File: src/rtl/bcd_range_counter.sv
module bcd_range_counter #(
  parameter int NSTAGES = 8,
  parameter int NSHOW   = 5
) (
  input  logic                 clk,
  input  logic                 rst_n,
  input  logic                 cnt_in,
  input  logic [1:0]           entry_sel,
  input  logic                 clr,
  input  logic                 latch_en,
  output logic [4*NSHOW-1:0]   disp_digits,
  output logic                 disp_ovf
);
  localparam int LOWEST = NSTAGES - NSHOW;

  logic [2:0] sh;
  logic       pulse;
  logic [3:0] dig [NSTAGES];
  logic [NSTAGES-1:0] inc, carry;
  logic [4*NSTAGES-1:0] chain_flat;
  logic       ovf_raw;
  int         entry;

  always_ff @(posedge clk or negedge rst_n)
    if (!rst_n) sh <= '0;
    else        sh <= {sh[1:0], cnt_in};

  assign pulse = sh[1] & ~sh[2];

  always_comb
    case (entry_sel)
      2'b00:   entry = 0;
      2'b01:   entry = 1;
      2'b10:   entry = 3;
      default: entry = 4;
    endcase

  for (genvar i = 0; i < NSTAGES; i++) begin : g_stage
    if (i == 0) begin : g_first
      assign inc[i] = pulse && (entry == i);
    end else begin : g_next
      assign inc[i] = (pulse && (entry == i)) || carry[i-1];
    end
    assign carry[i] = inc[i] && (dig[i] == 4'd9);
    assign chain_flat[4*i +: 4] = dig[i];

    always_ff @(posedge clk or negedge rst_n)
      if (!rst_n)      dig[i] <= '0;
      else if (clr)    dig[i] <= '0;
      else if (inc[i]) dig[i] <= (dig[i] == 4'd9) ? 4'd0 : dig[i] + 4'd1;
  end

  always_ff @(posedge clk or negedge rst_n)
    if (!rst_n)                  ovf_raw <= 1'b0;
    else if (clr)                ovf_raw <= 1'b0;
    else if (carry[NSTAGES-1])   ovf_raw <= 1'b1;

  for (genvar j = 0; j < NSHOW; j++) begin : g_show
    always_ff @(posedge clk or negedge rst_n)
      if (!rst_n)        disp_digits[4*j +: 4] <= '0;
      else if (latch_en) disp_digits[4*j +: 4] <= dig[LOWEST+j];
  end

  always_ff @(posedge clk or negedge rst_n)
    if (!rst_n)        disp_ovf <= 1'b0;
    else if (latch_en) disp_ovf <= ovf_raw;
endmodule


File: config.mk
export PLATFORM = sky130hd
export DESIGN_NAME = bcd_range_counter
export DESIGN_NICKNAME = d
export VERILOG_FILES = /design/src/rtl/bcd_range_counter.sv
export SDC_FILE = /design/constraint.sdc
export NUM_CORES = 1
export LEC_CHECK = 0
export ABC_AREA = 1
export BUFFER_PORTS_ARGS = -buffer_cell sky130_fd_sc_hd__buf_4
export CAP_MARGIN = 20
export CORE_MARGIN = 1
export CORE_UTILIZATION = 40
export CTS_BUF_LIST = sky130_fd_sc_hd__clkbuf_8 sky130_fd_sc_hd__clkbuf_16
export DETAILED_ROUTE_END_ITERATION = 8
export PLACE_DENSITY = 0.57
export SYNTH_ARGS = -nofsm -noshare
export SYNTH_HDL_FRONTEND = slang
export SYNTH_SLANG_ARGS = --single-unit
export TNS_END_PERCENT = 50
File: constraint.sdc
create_clock -name clk -period 5.5 [get_ports clk]
set_input_delay 1.375 -clock clk [delete_from_list [all_inputs] [get_ports clk]]
set_output_delay 1.375 -clock clk [all_outputs]
set_load 0.01 [all_outputs]
**After elaboration in Yosys (flattened, before gate mapping)**

Index checks and enable logic that the tools add are counted.
Widths: inputs -> output; s select.

- Register bits: 57
- Output and inout port bits: 21
- Input bits: 7
- Logic and storage cells: 104

- Multiplexer cells: 27
- Reduce and logical (&&, ||, !) cells: 34
- Bitwise operators: 2
- Equality and inequality tests: 17
- Add/subtract/negate cells: 8

Operators with widths:

| cell | count |
|---|---|
| $mux 4 | 24 |
| $add 4x1->4 const B | 8 |
| $eq 32x2->1 const B | 1 |
| $eq 32x3->1 const B | 1 |
| $eq 4x4->1 const B | 8 |
| $logic_not 32->1 | 1 |
| $reduce_bool 2->1 | 9 |
| $logic_and 1x1->1 | 16 |
| $eq 3x3->1 const B | 4 |
| $pmux 3 s3 | 1 |
| $logic_or 1x1->1 | 7 |
| $eq 3x2->1 const B | 1 |
| $eq 2x1->1 const B | 1 |
| $eq 2x2->1 const B | 1 |
| $logic_not 2->1 | 1 |
| $mux 1 | 2 |
| $and 1x1->1 | 1 |
| $not 1->1 | 1 |

**Depth between registers and ports, before layout**

Gate-level depths: netlist of the first run.

- Depth after elaboration: 21
- Mapped depth: 21
- Gate-level depth less buffers: 21

**Worst setup path after synthesis of the first run**

Ideal clock, no wire load.

- Kind: input to register
- Start point: input port entry_sel[0]
- End point: register dig, in the netlist chain_flat[30]
- Library setup time: 0.117 ns
- Cell stages on the path: 21
- Buffers on the path: 0
- Data required time: 5.383 ns
- Data arrival time: 2.773 ns
- Path slack: 2.610 ns
- Path through: inv_1 -> ha_1 -> inv_1 -> nor2_4 -> nand2_2 -> nand2_4 -> nand2_4 -> nand2_4 -> nand2_4 -> nand2_4 -> nand2_4 -> nand2_4 -> nand2_4 -> nand2_4 -> nand2_4 -> nand2_4 -> nand2_4 -> nand2_4 -> nor2_2 -> nand2_1 -> nand2_1

- Longest elaborated chain between the ends: 19
- Elaborated cells between the ends (all ways): 35
- Those cells by class: eq/ne (9); mux (1); reduce/logical (25)

Ends and longest elaborated chain:

| element | line | RTL |
|---|---|---|
| from (decl) | 8 | `input logic [1:0] entry_sel,` |
| $eq 2x2->1, or another cell as far along | 31 | `case (entry_sel)` |
| $pmux 3 s3 * | 31 |  |
| $logic_not 32->1 | 40 | `assign inc[i] = pulse && (entry == i);` |
| $logic_and 1x1->1 | 40 |  |
| $logic_and 1x1->1 | 44 | `assign carry[i] = inc[i] && (dig[i] == 4'd9);` |
| $logic_or 1x1->1 | 42 | `assign inc[i] = (pulse && (entry == i)) \|\| carry[i-1];` |
| $logic_and 1x1->1 | 44 |  |
| $logic_or 1x1->1 | 42 |  |
| [3 not listed] | -- |  |
| $logic_or 1x1->1 | 42 |  |
| $logic_and 1x1->1 | 44 |  |
| $logic_or 1x1->1 | 42 |  |
| $logic_and 1x1->1 | 44 |  |
| $logic_or 1x1->1 | 42 |  |
| $logic_and 1x1->1 | 44 |  |
| $logic_or 1x1->1 * | 42 |  |
| $reduce_bool 2->1 (no line) * | -- |  |
| to (signal, indexed assignment) | 50 | `else if (inc[i]) dig[i] <= (dig[i] == 4'd9) ? 4'd0 : dig[i] + 4'd1;` |
| to (decl) | 18 | `logic [3:0] dig [NSTAGES];` |

Every way passes the cells marked *; elsewhere a longest branch is shown, timed or not.
A chain may end at the register's enable or synchronous reset.

**Worst setup path in the final report of the first run**

- Start point: input port entry_sel[0]
- End point: register dig, in the netlist chain_flat[29]

Same word-level chain as after synthesis.

==> impl_table.tex, run 1 <==
\begin{tabular}{lr}
\hline
Metric & Value \\
\hline
\multicolumn{2}{l}{\textbf{Logic synthesis}} \\
\quad Count leader, synth & dfrtp\_1 \\
\quad Cell types with the largest area share after synthesis & dfrtp\_1 (49\%), ha\_1 (8.2\%), nand2\_4 (5.4\%), nand2\_1 (4.9\%), nand3\_1 (4.3\%) \\
\quad Sequential cell area fraction in the yosys report & 0.491 \\
\quad Number of distinct library cells after synthesis & 32 \\
\quad Cells after Synth & 300 \\
\quad Post-synth EDFFs & 0 \\
\quad Post-Synthesis Cell Area & 0.00291 mm² \\
\quad Average instance area after synthesis & 9.69 µm² \\
\quad Most area-hungry cell type in the Yosys netlist & dfrtp\_1 \\
\quad Synth Register Bits & 57 \\
\quad Area share of the largest cell type after synthesis & 0.491 \\
\quad Most frequent cells after synthesis & dfrtp\_1 (57), nand2\_1 (38), inv\_1 (32) \\
\quad Number of nets produced by synthesis & 326 \\
\quad Leading register cell type out of synthesis & dfrtp\_1 \\
\quad Synth warn & 0 \\
\quad Synth async-reset ratio & 1.00 \\
\multicolumn{2}{l}{\textbf{Final layout}} \\
\quad Area growth, synth to finish & 18.2\% \\
\quad Utilization after layout & 0.497 \\
\quad Share of cells above drive strength 1 & 0.223 \\
\quad Antenna diodes & 0 \\
\quad Final layout net count & 358 \\
\quad Fill cell count & 653 \\
\quad Final non-filler cell area & 0.00344 mm² \\
\multicolumn{2}{l}{\textbf{Global routing}} \\
\quad Via count of the first global-routing pass & 1,875 \\
\quad Global route total overflow & 0 \\
\quad GRT Overall Usage & 0.156 \\
\quad Maximum number of pins on one net before global-route repair & 58 \\
\quad Number of antenna violations at the first check in global routing & 0 \\
\quad Global-route wire length before repair & 8.81 mm \\
\multicolumn{2}{l}{\textbf{Clock tree}} \\
\quad Post-CTS setup buffer count & 0 \\
\quad Number of gates resized after CTS & 0 \\
\quad H-Tree Level Count & 3 \\
\quad Maximum buffer depth of the clock tree & 2 \\
\quad CTS tree & yes \\
\quad Clock sinks & 57 \\
\quad Clock tree root buffer cell & clkbuf\_8 \\
\quad CTS buffer count & 9 \\
\quad Clk slew on worst S/H paths & 70 ps \\
\quad Latest clock arrival within the worst-skew pair & 340 ps \\
\quad Hold-fix buffer count after cts & 0 \\
\multicolumn{2}{l}{\textbf{Floorplan}} \\
\quad Initial core utilization & 0.421 \\
\quad Die span in x & 87.3 µm \\
\quad Cell Rows & 30 \\
\quad Io pins & 28 \\
\quad Die H & 87.3 µm \\
\quad Core Region & 0.00691 mm² \\
\quad Die Footprint & 0.00761 mm² \\
\multicolumn{2}{l}{\textbf{Critical path}} \\
\quad Data required time of the worst path & 5730 ps \\
\quad Setup Crit Path Kind & primary input to flop \\
\quad Cell seen most often among critical-path stages & nand2\_4 \\
\quad Critical Path Fanout Max & 6 \\
\quad Cell with the biggest individual delay on the critical path & ha\_1 \\
\quad Reg2reg end & chain\_flat[29] \\
\quad Setup slack, reg-to-reg & 3460 ps \\
\quad Depth of the worst register-to-register path & 21 \\
\quad Worst endpoint data arrival time & 3050 ps \\
\quad RR Startpoint & chain\_flat[1] \\
\quad Crit-path cells & buf\_4, inv\_1, ha\_1, nor2\_1, nand2\_1, nand2\_4, nand2\_4, nand2\_4, nand2\_4, nand2\_4, nand2\_4, nand2\_4, nand2\_4, nand2\_4, nand2\_4, nand2\_4, nor2\_2, nand2\_1, nand2\_1 \\
\quad Delay of the slowest cell on the worst path & 300 ps \\
\quad Startpoint type of the worst setup path & primary input \\
\quad Kind of end point of the critical path & flop \\
\multicolumn{2}{l}{\textbf{Timing}} \\
\quad Final Slew Violations & 0 \\
\quad Peak clock frequency supported by timing & 354 MHz \\
\quad Max-slew headroom at the worst pin & 0.528 \\
\quad Actual slew at the worst max-slew pin & 708 ps \\
\quad RSZ-0062 raised after global routing & false \\
\quad Tcrit/Tclk final & 0.513 \\
\quad Slack of the critical path & 2680 ps \\
\quad Endpoints failing hold & 0 \\
\quad Min Tclk post-route & 2820 ps \\
\quad Total negative setup slack & 0 ps \\
\quad Setup violations, final & 0 \\
\quad Max Clock Skew & 7.72 ps \\
\multicolumn{2}{l}{\textbf{Power}} \\
\quad Leakage power total & 0.00176 µW \\
\quad Power density cells & 275 mW/mm² \\
\quad IR drop worst, VDD & 108 µV \\
\quad Power, Total & 944 µW \\
\multicolumn{2}{l}{\textbf{Drt}} \\
\quad Overall via count from detail\_route & 2,045 \\
\quad DRT iter0 DRCs & 56 \\
\quad Total DRC errors in the routed layout & 0 \\
\quad Remaining antenna violation count & 0 \\
\quad Vias per cell & 4.72 \\
\quad Routed len/inst & 12.0 µm \\
\quad Total wire length after detailed routing & 5.20 mm \\
\quad Count of TritonRoute iterations in the first routing pass & 4 \\
\multicolumn{2}{l}{\textbf{Run status}} \\
\quad Status & finished, final reports clean \\
\multicolumn{2}{l}{\textbf{Placed design}} \\
\quad Detailed placement HPWL & 3.66 mm \\
\quad Placer congestion estimate & 0.751 \\
\quad Count of input and output buffers & 27 \\
\quad Placed instance area & 0.00321 mm² \\
\quad Worst setup slack after placement & 2320 ps \\
\multicolumn{2}{l}{\textbf{Min path}} \\
\quad Launch point of the worst hold path & sh[0] \\
\quad End point of the most critical hold path & sh[1] \\
\quad HP Class & flop to flop \\
\quad Hold path depth & 0 \\
\multicolumn{2}{l}{\textbf{Flow run}} \\
\quad Number of violations of the max-capacitance limit & 0 \\
\hline
\end{tabular}
==> worst max-delay path, delay by kind of cell <==
kind,cells,cell delay (ps)
adders and majority gates,1,300
and+or+nand+nor,16,1200
buffers and inverters,2,180
==> cell usage in the layout (no fill, tap or decap), types with 3 or more instances in the layout <==
| cell | n |
|---|---|
| nor3_1 | 5 |
| nand2_4 | 14 |
| xor2_1 | 9 |
| nand3_1 | 25 |
| mux2_2 | 7 |
| buf_4 | 27 |
| inv_1 | 32 |
| nand2_1 | 38 |
| nor2_1 | 26 |
| a21oi_1 | 19 |
| xnor2_1 | 3 |
| o21ai_0 | 8 |
| ha_1 | 19 |
| clkbuf_8 | 11 |
| nand2_2 | 3 |
| dfrtp_1 | 57 |
| o22ai_1 | 9 |
==> where the power goes <==
part,internal (µW),switching (µW)
clock network,278,163
logic,24.9,40.9
registers,430,6.94
total,733,211
==> layout make-up <==
class	instances	area [µm²]	area share
Clock buffer	11	151	0.0441
Clock inverter	5	77.6	0.0226
Inverter	33	124	0.0361
Multi-Input combinational cell	204	1330	0.388
Sequential cell	57	1430	0.415
Tap cell	96	120	0.0350
Timing Repair Buffer	27	203	0.0590
==> stage by stage <==
stage / cells / hold slack, ps
final: 433 / 348
after global routing: 433 / 361
after CTS: 433 / 349
after detailed placement: 417 / 335
after global placement: 417 / 332
after floorplan: 300 / 331
==> worst max path at each step <==
stage,from,end,slack (ps),cells after the start
after floorplan,entry_sel[0],chain_flat[30],2610,21
after global placement,entry_sel[0],chain_flat[30],2380,22
after detailed placement,entry_sel[0],chain_flat[29],2320,22
after CTS,entry_sel[0],chain_flat[28],2680,22
after global routing,entry_sel[0],chain_flat[31],2510,22
final,entry_sel[0],chain_flat[29],2680,19
==> metal layers <==
metal / wire length, µm / global-route usage
met5: 0 / 0
met2: 2290 / 0.230
met4: 135 / 0.0984
met1: 2630 / 0.210
met3: 152 / 0.0313
==> state kept, by name (all words and copies together) (netlist names) <==
signal       cells
ovf_raw          1
sh               3
disp_digits     20
chain_flat      32
disp_ovf         1
==> logic make-up after synthesis <==
logic type | Yosys count | synth area share
compound gates | 42 | 0.0800
buf+inv | 39 | 0.0508
simple gates | 123 | 0.230
flops | 57 | 0.491
mux | 8 | 0.0306
xor+xnor | 12 | 0.0361
fa+ha+maj | 19 | 0.0818
No activity file was read; power rests on OpenSTA's default activity.
==> run 2, diff against run 1 <==
--- a/config.mk
+++ b/config.mk
@@ -12,7 +12,7 @@
 export CORE_UTILIZATION = 40
 export CTS_BUF_LIST = sky130_fd_sc_hd__clkbuf_8 sky130_fd_sc_hd__clkbuf_16
 export DETAILED_ROUTE_END_ITERATION = 8
-export PLACE_DENSITY = 0.57
+export PLACE_DENSITY = 0.59
 export SYNTH_ARGS = -nofsm -noshare
 export SYNTH_HDL_FRONTEND = slang
 export SYNTH_SLANG_ARGS = --single-unit
==> constraint.sdc (replaced) <==
create_clock -name clk -period 2.4 [get_ports clk]
set_input_delay 0.6 -clock clk [delete_from_list [all_inputs] [get_ports clk]]
set_output_delay 0.6 -clock clk [all_outputs]
set_load 0.01 [all_outputs]
==> impl_table.tex, run 2 (synthesis results as in run 1) <==
\begin{tabular}{lr}
\hline
Metric & Value \\
\hline
\multicolumn{2}{l}{\textbf{Power}} \\
\quad Power density cells & 631 mW/mm² (+130\%) \\
\quad Combinational group share of total power & 0.069 (about the same) \\
\quad Part of the power in registers & 0.462 (about the same) \\
\quad Power, Total & 2170 µW (+130\%) \\
\quad Switching share of power & 0.225 (+0.00143) \\
\quad Leakage power total & 0.00176 µW (unchanged) \\
\quad Internal & 1680 µW (+130\%) \\
\quad Switching power & 488 µW (+130\%) \\
\quad IR drop worst, VDD & 227 µV (+110\%) \\
\quad Share of total power in the clock network & 0.469 (+0.002) \\
\multicolumn{2}{l}{\textbf{Final layout}} \\
\quad Fill cell count & 667 (+2.1\%) \\
\quad Most common cell after layout, fill and taps aside & dfrtp\_1 \\
\quad Final layout net count & 358 (unchanged) \\
\quad Flip-flop count of the largest register after layout & 32 (unchanged) \\
\quad Area taken by multi-input logic gates & 0.00133 mm² (unchanged) \\
\quad Post-layout instance count excluding filler cells & 433 (unchanged) \\
\quad Area growth, synth to finish & 18.2\% (unchanged) \\
\quad Share of cells above drive strength 1 & 0.223 (unchanged) \\
\quad Register area & 0.00143 mm² (unchanged) \\
\quad Commonest cells after routing, fill and taps aside & dfrtp\_1 (57), nand2\_1 (38), inv\_1 (32) \\
\quad Final non-filler cell area & 0.00344 mm² (unchanged) \\
\quad Antenna diodes & 0 (unchanged) \\
\multicolumn{2}{l}{\textbf{Drt}} \\
\quad Count of TritonRoute iterations in the first routing pass & 4 (unchanged) \\
\quad Total wire length after detailed routing & 5.08 mm (-2.3\%) \\
\quad Vias per cell & 4.67 (-1.1\%) \\
\quad Routed len/inst & 11.7 µm (-2.3\%) \\
\quad Total DRC errors in the routed layout & 0 (unchanged) \\
\quad DRT iter0 DRCs & 95 (+70\%) \\
\quad Overall via count from detail\_route & 2,023 (-1.1\%) \\
\quad Remaining antenna violation count & 0 (unchanged) \\
\multicolumn{2}{l}{\textbf{Clock tree}} \\
\quad Post-CTS setup buffer count & 0 (unchanged) \\
\quad Latest clock arrival within the worst-skew pair & 330 ps (about the same) \\
\quad Clock sinks & 57 (unchanged) \\
\quad Clk slew on worst S/H paths & 70 ps (about the same) \\
\quad Maximum buffer depth of the clock tree & 2 (unchanged) \\
\quad CTS tree & yes \\
\quad Number of gates resized after CTS & 0 (unchanged) \\
\quad CTS buffer count & 9 (unchanged) \\
\quad H-Tree Level Count & 3 (unchanged) \\
\quad Hold-fix buffer count after cts & 0 (unchanged) \\
\quad Clock tree root buffer cell & clkbuf\_8 \\
\multicolumn{2}{l}{\textbf{Global routing}} \\
\quad Maximum number of pins on one net before global-route repair & 58 (unchanged) \\
\quad Global route total overflow & 0 (unchanged) \\
\quad GRT Overall Usage & 0.160 (+0.00389) \\
\quad Global-route wire length before repair & 9.19 mm (+4.3\%) \\
\quad Number of antenna violations at the first check in global routing & 0 (unchanged) \\
\quad Via count of the first global-routing pass & 1,954 (+4.2\%) \\
\multicolumn{2}{l}{\textbf{Critical path}} \\
\quad Worst endpoint data arrival time & 2280 ps (-770 ps) \\
\quad Critical Path Fanout Max & 6 (unchanged) \\
\quad Kind of end point of the critical path & flop \\
\quad Setup Crit Path Kind & primary input to flop \\
\quad Data required time of the worst path & 2620 ps (-3110 ps) \\
\quad Setup slack, reg-to-reg & 360 ps (-3100 ps) \\
\quad Depth of the worst register-to-register path & 21 (unchanged) \\
\quad Startpoint type of the worst setup path & primary input \\
\multicolumn{2}{l}{\textbf{Floorplan}} \\
\quad Cell Rows & 30 (unchanged) \\
\quad Io pins & 28 (unchanged) \\
\quad Initial core utilization & 0.421 (unchanged) \\
\quad Die Footprint & 0.00761 mm² (unchanged) \\
\quad Die H & 87.3 µm (unchanged) \\
\quad Die span in x & 87.3 µm (unchanged) \\
\quad Core Region & 0.00691 mm² (unchanged) \\
\multicolumn{2}{l}{\textbf{Timing}} \\
\quad Peak clock frequency supported by timing & 486 MHz \\
\quad Min Tclk post-route & 2060 ps \\
\quad Actual slew at the worst max-slew pin & 729 ps (+21.0 ps) \\
\quad Tcrit/Tclk final & 0.858 \\
\quad Max-slew headroom at the worst pin & 0.514 (-0.0140) \\
\quad Setup violations, final & 0 (unchanged) \\
\quad Endpoints failing hold & 0 (unchanged) \\
\quad Max Clock Skew & 6.59 ps (-1.13 ps) \\
\quad Final Slew Violations & 0 (unchanged) \\
\quad RSZ-0062 raised after global routing & false \\
\multicolumn{2}{l}{\textbf{Placed design}} \\
\quad Placer congestion estimate & 0.828 (+10\%) \\
\quad Cell count after placement & 417 (unchanged) \\
\quad Detailed placement HPWL & 3.60 mm (-1.7\%) \\
\quad Placed instance area & 0.00321 mm² (unchanged) \\
\quad Count of input and output buffers & 27 (unchanged) \\
\multicolumn{2}{l}{\textbf{Flow run}} \\
\quad Number of violations of the max-capacitance limit & 0 (unchanged) \\
\multicolumn{2}{l}{\textbf{Min path}} \\
\quad HP Class & primary input to async pin \\
\multicolumn{2}{l}{\textbf{Run status}} \\
\quad Status & finished, final reports clean \\
\hline
\end{tabular}
==> run 2: cell counts in the layout (fill, tap and decap cells not counted) <==
No cell type changed its count.
==> run 2: path summary, 6_finish.rpt <==
path / from / endpoint
max: entry_sel[0] / chain_flat[30]
min: rst_n / sh[2]
max reg2reg: chain_flat[1] / chain_flat[30]
min reg2reg: sh[0] / sh[1]
max in group asynchronous: rst_n / chain_flat[3]
min in group clk: sh[0] / sh[1]
==> run 2: power by group through the flow <==
| stage | Clock [µW] | Sequential (µW) | Combinational (µW) |
|---|---|---|---|
| floorplan | 0 | 1030 | 72.4 |
| finish | 1020 | 1000 | 150 |
| detailed placement | 0 | 1020 | 153 |
| CTS | 1040 | 1000 | 153 |
| global placement | 0 | 1020 | 152 |
| global route | 1090 | 1010 | 171 |
==> run 2: routing by layer <==
layer | share of wire | vias to the layer above | GRT usage
li1 | - | 1049 | -
met2 | 0.42 | 28 | 0.232
met5 | 0 | - | 0
met1 | 0.52 | 936 | 0.222
met3 | 0.031 | 10 | 0.0284
met4 | 0.022 | 0 | 0.0984
==> run 2: stage by stage <==
step	TNS [ps]	util	worst slack, ps	hold slack, ps
2_1_floorplan	0	-	285	304
3_3_place_gp	0	0.464	54.3	336
3_5_place_dp	-11.1	0.464	-6.42	341
4_1_cts	0	0.497	349	349
5_1_grt	0	0.497	135	361
6_report	0	0.497	341	312
==> run 2: final cells by class <==
class	instances	area share
inverters	33	0.0361
well taps	96	0.0350
clock buffers	11	0.0441
multi-input cells	204	0.388
repair buffers	27	0.0590
clock inverters	5	0.0226
flip-flops and latches	57	0.415
==> run 2: worst max-delay path, cell delays in order <==
cell     delay (ps)
buf_4           130
inv_1           110
ha_1            150
inv_1            60
nor2_4          120
nand2_2          70
nand2_4          80
nand2_4          60
nand2_4          70
nand2_4          60
nand2_4          70
nand2_4          50
nand2_4          70
nand2_4          60
nand2_4          70
nand2_4          50
nand2_4          90
nand2_4          60
nand2_4          90
nor2_2           60
nand2_1          60
nand2_1          50
